**src/rtl/ibx_pkg.sv**
```systemverilog
package ibx_pkg;

  // Operation chosen for the current cycle after priority resolution
  typedef enum logic [1:0] {
    OP_HOLD = 2'd0,
    OP_STEP = 2'd1,
    OP_CALL = 2'd2,
    OP_XCHG = 2'd3
  } op_e;

  // Instruction sizes in bytes for each state
  localparam int unsigned WIDE_BYTES    = 4;
  localparam int unsigned COMPACT_BYTES = 2;

endpackage

```
**src/rtl/ibx_cmd_arb.sv**
```systemverilog
module ibx_cmd_arb
  import ibx_pkg::*;
(
  input  logic cmd_step,
  input  logic cmd_call,
  input  logic cmd_xchg,
  output op_e  op
);

  // Exchange over call, call over step, otherwise hold
  always_comb begin
    if (cmd_xchg)      op = OP_XCHG;
    else if (cmd_call) op = OP_CALL;
    else if (cmd_step) op = OP_STEP;
    else               op = OP_HOLD;
  end

endmodule

```
**src/rtl/ibx_target_calc.sv**
```systemverilog
module ibx_target_calc
  import ibx_pkg::*;
#(
  parameter int unsigned AW    = 32,
  parameter int unsigned OFS_W = 24
) (
  input  logic [AW-1:0]    pc,
  input  logic             compact,
  input  logic [OFS_W-1:0] call_ofs,
  input  logic [AW-1:0]    xchg_tgt,
  output logic [AW-1:0]    seq_pc,
  output logic [AW-1:0]    call_pc,
  output logic [AW-1:0]    xchg_pc,
  output logic             xchg_compact
);

  localparam int unsigned EXT_W = AW - OFS_W;

  logic [AW-1:0] ins_size;
  logic [AW-1:0] ofs_ext;
  logic [AW-1:0] ofs_scaled;

  assign ins_size = compact ? AW'(COMPACT_BYTES) : AW'(WIDE_BYTES);

  // Sign extension of the offset; a parameter picks the form
  generate
    if (EXT_W > 0) begin : g_ext
      assign ofs_ext = {{EXT_W{call_ofs[OFS_W-1]}}, call_ofs};
    end else begin : g_noext
      assign ofs_ext = call_ofs[AW-1:0];
    end
  endgenerate

  // Offset counts instructions, so scale by the current size
  assign ofs_scaled = compact ? (ofs_ext << 1) : (ofs_ext << 2);

  assign seq_pc  = pc + ins_size;
  assign call_pc = pc + ofs_scaled;

  // Bit 0 carries the state; bit 1 is an address bit only in compact
  assign xchg_compact = xchg_tgt[0];
  assign xchg_pc      = {xchg_tgt[AW-1:2], xchg_tgt[0] & xchg_tgt[1], 1'b0};

endmodule

```
**src/rtl/ibx_link_gen.sv**
```systemverilog
module ibx_link_gen
  import ibx_pkg::*;
#(
  parameter int unsigned AW = 32
) (
  input  logic          clk,
  input  logic          rst_n,
  input  op_e           op,
  input  logic [AW-1:0] seq_pc,
  input  logic          compact,
  output logic          link_we,
  output logic [AW-1:0] link_data
);

  always_ff @(posedge clk or negedge rst_n) begin
    if (!rst_n) begin
      link_we   <= 1'b0;
      link_data <= '0;
    end else begin
      link_we <= (op == OP_CALL);
      if (op == OP_CALL) begin
        link_data <= {seq_pc[AW-1:1], compact};
      end
    end
  end

endmodule

```
**src/rtl/ibx_pc_unit.sv**
```systemverilog
module ibx_pc_unit
  import ibx_pkg::*;
#(
  parameter int unsigned AW        = 32,
  parameter int unsigned OFS_W     = 24,
  parameter logic [31:0] RESET_VEC = 32'h0000_0100
) (
  input  logic             clk,
  input  logic             rst_n,
  input  logic             cmd_step,
  input  logic             cmd_call,
  input  logic             cmd_xchg,
  input  logic [OFS_W-1:0] call_ofs,
  input  logic [AW-1:0]    xchg_tgt,
  output logic [AW-1:0]    pc,
  output logic             compact,
  output logic             link_we,
  output logic [AW-1:0]    link_data
);

  op_e           op;
  logic [AW-1:0] seq_pc;
  logic [AW-1:0] call_pc;
  logic [AW-1:0] xchg_pc;
  logic          xchg_compact;
  logic [AW-1:0] pc_nxt;
  logic          compact_nxt;

  ibx_cmd_arb u_arb (
    .cmd_step (cmd_step),
    .cmd_call (cmd_call),
    .cmd_xchg (cmd_xchg),
    .op       (op)
  );

  ibx_target_calc #(.AW(AW), .OFS_W(OFS_W)) u_calc (
    .pc           (pc),
    .compact      (compact),
    .call_ofs     (call_ofs),
    .xchg_tgt     (xchg_tgt),
    .seq_pc       (seq_pc),
    .call_pc      (call_pc),
    .xchg_pc      (xchg_pc),
    .xchg_compact (xchg_compact)
  );

  ibx_link_gen #(.AW(AW)) u_link (
    .clk       (clk),
    .rst_n     (rst_n),
    .op        (op),
    .seq_pc    (seq_pc),
    .compact   (compact),
    .link_we   (link_we),
    .link_data (link_data)
  );

  always_comb begin
    pc_nxt      = pc;
    compact_nxt = compact;
    unique case (op)
      OP_STEP: pc_nxt = seq_pc;
      OP_CALL: pc_nxt = call_pc;
      OP_XCHG: begin
        pc_nxt      = xchg_pc;
        compact_nxt = xchg_compact;
      end
      default: ;
    endcase
  end

  always_ff @(posedge clk or negedge rst_n) begin
    if (!rst_n) begin
      pc      <= RESET_VEC[AW-1:0];
      compact <= 1'b0;
    end else begin
      pc      <= pc_nxt;
      compact <= compact_nxt;
    end
  end

endmodule

```
**config.mk**
```make
export PLATFORM = sky130hd
export DESIGN_NAME = ibx_pc_unit
export DESIGN_NICKNAME = d
export VERILOG_FILES = /design/src/rtl/ibx_pkg.sv /design/src/rtl/ibx_cmd_arb.sv /design/src/rtl/ibx_target_calc.sv /design/src/rtl/ibx_link_gen.sv /design/src/rtl/ibx_pc_unit.sv
export SDC_FILE = /design/constraint.sdc
export NUM_CORES = 1
export LEC_CHECK = 0
export BUFFER_PORTS_ARGS = -buffer_cell sky130_fd_sc_hd__buf_2
export CORE_MARGIN = 2
export CORE_UTILIZATION = 51
export CTS_BUF_LIST = sky130_fd_sc_hd__clkbuf_4
export DETAILED_ROUTE_END_ITERATION = 8
export PLACE_DENSITY_LB_ADDON = 0.2
export SYNTH_ARGS = -nofsm -noshare
export SYNTH_HDL_FRONTEND = slang
export SYNTH_SLANG_ARGS = --single-unit
```
**constraint.sdc**
```tcl
create_clock -name clk -period 4 [get_ports clk]
set_input_delay 0.6 -clock clk [delete_from_list [all_inputs] [get_ports clk]]
set_output_delay 0.6 -clock clk [all_outputs]
set_load 0.02 [all_outputs]
```
# Word-level counts from Yosys, hierarchy flattened
# Index checks and enable logic that the tools add are counted.
# Widths: inputs -> output; s select.
[op_classes] n_mux=6 eq_ne=3 order_cmp=0 bitwise=1 addsub=2 n_div=0 n_reduce_logical=1 shift=0 multipliers=0
[op_table] op="$pmux 32 s3" n=1
[op_table] op="$add 32x32->32" n=2
[op_table] op="$mux 25" n=1
[op_table] op="$eq 2x2->1 const B" n=2
[op_table] op="$mux 2" n=2
[op_table] op="$mux 3" n=1
[op_table] op="$reduce_bool 3->1" n=1
[op_table] op="$eq 2x1->1 const B" n=1
[op_table] op="$and 1x1->1" n=1
[op_table] op="$mux 1" n=1
[word_totals] regBits=66 ram_bits=0 word_cells=17 n_memories=0 latchBits=0 romBits=0

# Depth between registers and ports, before layout
[depth] word_depth=5 ltp_mapped=14 depth_no_buf=12

# Hierarchy
# Synthesis repeated with hierarchy kept, for this count alone.
[hier_totals] hier_cells=556 area_unflattened_um2=5948.2
[by_module_without_submodules] mod="ibx_target_calc" instances=1 cells_per_inst=407 area_each_um2=2909.0
[by_module_without_submodules] mod="ibx_pc_unit" instances=1 cells_per_inst=75 area_each_um2=1664.1
[by_module_without_submodules] mod="ibx_link_gen" instances=1 cells_per_inst=71 area_each_um2=1357.6
[by_module_without_submodules] mod="ibx_cmd_arb" instances=1 cells_per_inst=3 area_each_um2=17.5

# Worst setup path after synthesis
# Ideal clock, no wire load.
[synth_path] path_type="register -> register" from="register compact" to="register pc[31]" t_arrival_ps=3740 t_required_ps=3874 setup_slack_ps=134 stages_incl_launch_ff=14 period_less_slack_ps=3866 path_buffers=2 path_cell_list="dfrtp_1 > clkbuf_1 > buf_1 > mux2_2 > fa_1 > a211oi_2 > nor2_1 > or3_1 > a221o_1 > a41oi_2 > o221ai_2 > nand2_2 > mux2i_1 > o32a_1"
[synth_between] elab_chain_len=3 elab_cells_between_ends=5 cone_classes="2 x add/sub; 3 x mux"
[synth_rtl] element="from (decl)" line_no="ibx_pc_unit.sv:16" rtl="output logic compact,"
[synth_rtl] element="from (signal assigned)" line_no="ibx_pc_unit.sv:77" rtl="compact <= compact_nxt;"
[synth_rtl] element="$mux 25 / $mux 3 (equally long branches)" line_no="ibx_target_calc.sv:35, ibx_target_calc.sv:23"
[synth_rtl] element="$add 32x32->32, on equally long branches" line_no="ibx_target_calc.sv:38, ibx_target_calc.sv:37"
[synth_rtl] element="$pmux 32 s3 *" line_no="ibx_pc_unit.sv:60" rtl="unique case (op)"
[synth_rtl] element="to (signal assigned)" line_no="ibx_pc_unit.sv:73" rtl="pc <= RESET_VEC[AW-1:0];"
[synth_rtl] element="to (signal assigned)" line_no="ibx_pc_unit.sv:76" rtl="pc <= pc_nxt;"
[synth_rtl] element="to (decl)" line_no="ibx_pc_unit.sv:15" rtl="output logic [AW-1:0] pc,"
# Mark *: on every way between the ends. The rest lies on a longest branch, timed or not.
# A chain may end at the register's enable or synchronous reset.

# Worst setup path in the final report
# Ends and elaborated chain as after synthesis.

==> results.sh <==
export IMPL_status="completed"
export IMPL_finish_instance_area_um2=6190
export IMPL_swShare=0.434
export IMPL_power_leakage_uw=0.00281
export IMPL_crit_required_ns=4.34
export IMPL_synth_area_leaders="dfrtp_1, xnor2_1, ha_1"
export IMPL_vias_per_cell=5.77
export IMPL_path_clk_slew_ns=0.12
export IMPL_drv_slew=0
export IMPL_wirelength_mm=15.4
export IMPL_clk_path_buf_depth=2
export IMPL_grt_pass1_vias=5276
export IMPL_cap_viol_max_count=0
export IMPL_layout_drive_gt1_share=0.249
export IMPL_cts_tree="yes"
export IMPL_worstPathMaxFanout=10
export IMPL_cts_resized=0
export IMPL_yosys_top_cells_count="nand2_1, o21ai_0, dfrtp_1, xnor2_1"
export IMPL_placed_cell_area_um2=6040
export IMPL_portBuffers=125
export IMPL_finalCriticalPeriod_ns=3.72
export IMPL_r2r_start="compact"
export IMPL_pwr_share_seq=0.337
export IMPL_drc_errors=0
export IMPL_clockRootBuffer="clkbuf_4"
export IMPL_ios=127
export IMPL_synth_most_common_cell="nand2_1"
export IMPL_slew_headroom=0.373
export IMPL_yosys_warnings=0
export IMPL_cts_hold_buf=0
export IMPL_synth_cell_types=65
export IMPL_startpoint_type="flop"
export IMPL_switching_power_uw=1230
export IMPL_p_int_uw=1610
export IMPL_ys_flop_type="dfrtp_1"
export IMPL_pre_cts_ws_ns=0.327
export IMPL_clock_latency_ns=0.44
export IMPL_drt_iter0_markers=262
export IMPL_drt_antenna_violating_nets=0
export IMPL_initial_core_util=0.522
export IMPL_ys_ff_latch=65
export IMPL_critPathCaptureType="flop"
export IMPL_die_w_um=106
export IMPL_grt_overflow=0
export IMPL_synth_top_area_share=0.300
export IMPL_vias=5113
export IMPL_area_growth_pct=16.0
export IMPL_synth_edf_count=0
export IMPL_htreeDepth=3
export IMPL_post_cts_setup_buffers=0
export IMPL_grt_usage=0.288
export IMPL_fp_dieH_um=106
export IMPL_worst_slew_pin_slew_ns=0.928
export IMPL_grt_pass1_wl_mm=25.7
export IMPL_r2r_setup_slack_ns=0.28
export IMPL_hpwlAfterDp_mm=11.3
export IMPL_crit_arrival_ns=4.05
export IMPL_synthesis_area_um2=5340
export IMPL_totalPowerFinal_uw=2840
export IMPL_synthArstFlopShare=1.00
export IMPL_first_pass_iters=5
export IMPL_p_per_area_nw_per_um2=458
export IMPL_clkPwrFrac=0.179
export IMPL_holdCritPathClass="in2async"
export IMPL_seq_area_frac_synth=0.305
export IMPL_post_route_period_util=0.929
export IMPL_skew_ns=0.0112
export IMPL_rows=37
export IMPL_final_util=0.605
export IMPL_wl_per_cell_um=17.4
export IMPL_core_area_um2=10200
export IMPL_diodes=0
export IMPL_avgSynthCellArea_um2=8.39
export IMPL_die_area_um2=11300
export IMPL_critPathLaunch="compact"
export IMPL_tns_ns=0
export IMPL_synthCells=636
export IMPL_max_freq_mhz=269
export IMPL_layout_nets=840
export IMPL_synth_nets=731
export IMPL_clock_sinks=65
export IMPL_power_frac_comb=0.484
export IMPL_yosysTopAreaCell="dfrtp_1"
export IMPL_setup_viol=0
export IMPL_hold_violations=0
export IMPL_grt_max_degree=74
export IMPL_antenna_found_initial=0
export IMPL_critPathKind="reg2reg"
export IMPL_place_gp_congestion=0.911
export IMPL_cts_buffers=9
export IMPL_fin_ws_ns=0.285
export IMPL_ir_worst_vdd_mv=0.217
export IMPL_rsz0062_at_grt="false"
[sequential cells by signal, indices dropped and copies added, names as in the netlist]
register / count
compact: 1
u_link.link_data: 32
u_link.link_we: 1
pc: 31
[cells by family after synthesis]
kind of cell | synth area share
xor+xnor | 0.120
other cells | 0.000702
buf+inv | 0.0422
flops | 0.305
fa+ha+maj | 0.0825
mux | 0.0616
compound gates | 0.206
simple gates | 0.182
[layout make-up]
| class | instances | area, µm² |
|---|---|---|
| Clock buffer | 9 | 67.6 |
| Clock inverter | 7 | 85.1 |
| Inverter | 16 | 60.1 |
| Fill cell | 950 | 4040 |
| Multi-Input combinational cell | 522 | 3490 |
| Timing Repair Buffer | 131 | 696 |
| Sequential cell | 65 | 1630 |
| Tap cell | 136 | 170 |
[cell usage in the layout (no fill, tap or decap), types with 4 or more instances in the layout]
| cell type | instances |
|---|---|
| dfrtp_1 | 64 |
| buf_4 | 4 |
| xnor2_1 | 47 |
| inv_1 | 16 |
| nand4_1 | 11 |
| o21a_1 | 6 |
| a211oi_1 | 7 |
| nor2_1 | 35 |
| a21o_2 | 4 |
| o22ai_1 | 7 |
| nand3_1 | 24 |
| o221ai_1 | 4 |
| mux2i_1 | 7 |
| and3_1 | 9 |
| xor2_1 | 26 |
| a31oi_1 | 4 |
| and2_1 | 4 |
| clkbuf_4 | 9 |
| nor3_1 | 7 |
| o21ai_0 | 66 |
| a21oi_1 | 35 |
| buf_2 | 125 |
| nand2_1 | 95 |
| mux2_2 | 23 |
| ha_1 | 32 |
| nor4_1 | 4 |
| a21o_1 | 10 |
[layer usage]
layer	global-route usage	vias up	routed length (µm)	part of all wire
li1	-	2492	-	-
met1	0.373	2392	6750	0.44
met2	0.473	194	7320	0.47
met3	0.0546	35	993	0.064
met4	0.117	0	353	0.023
met5	0	-	0	0
[per-stage QoR]
| step | hold slack, ns | std cells |
|---|---|---|
| floorplan | 0.304 | 636 |
| global placement | 0.454 | 870 |
| detailed placement | 0.465 | 870 |
| CTS | 0.178 | 886 |
| global route | 0.207 | 886 |
| finish | 0.166 | 886 |
[critical path, stage by stage, from the launching register on]
cell and delay (ns):
dfrtp_1 0.63, mux2_2 0.42, fa_1 0.46, a211oi_2 0.22, nor2_1 0.11, or3_1 0.35
a221o_1 0.42, a41oi_2 0.36, o221ai_2 0.18, nand2_2 0.09, mux2i_1 0.07, o32a_1 0.33
[worst paths after layout]
check	to	cells after the start
worst max-delay path	pc[31]	11
worst min-delay path	u_link.link_we	1
worst max register to register	pc[31]	11
worst min register to register	u_link.link_data[2]	2
max in group asynchronous	pc[19]	2
min in group clk	pc[12]	3
[power by group through the flow]
stage          registers (µW)  clock network, µW  logic [µW]
5_1_grt                   980                544        1520
2_1_floorplan            1080                  0         862
3_3_place_gp              961                  0        1330
3_5_place_dp              969                  0        1360
4_1_cts                   956                521        1370
6_report                  956                508        1370
No activity file was read; power rests on OpenSTA's default activity.
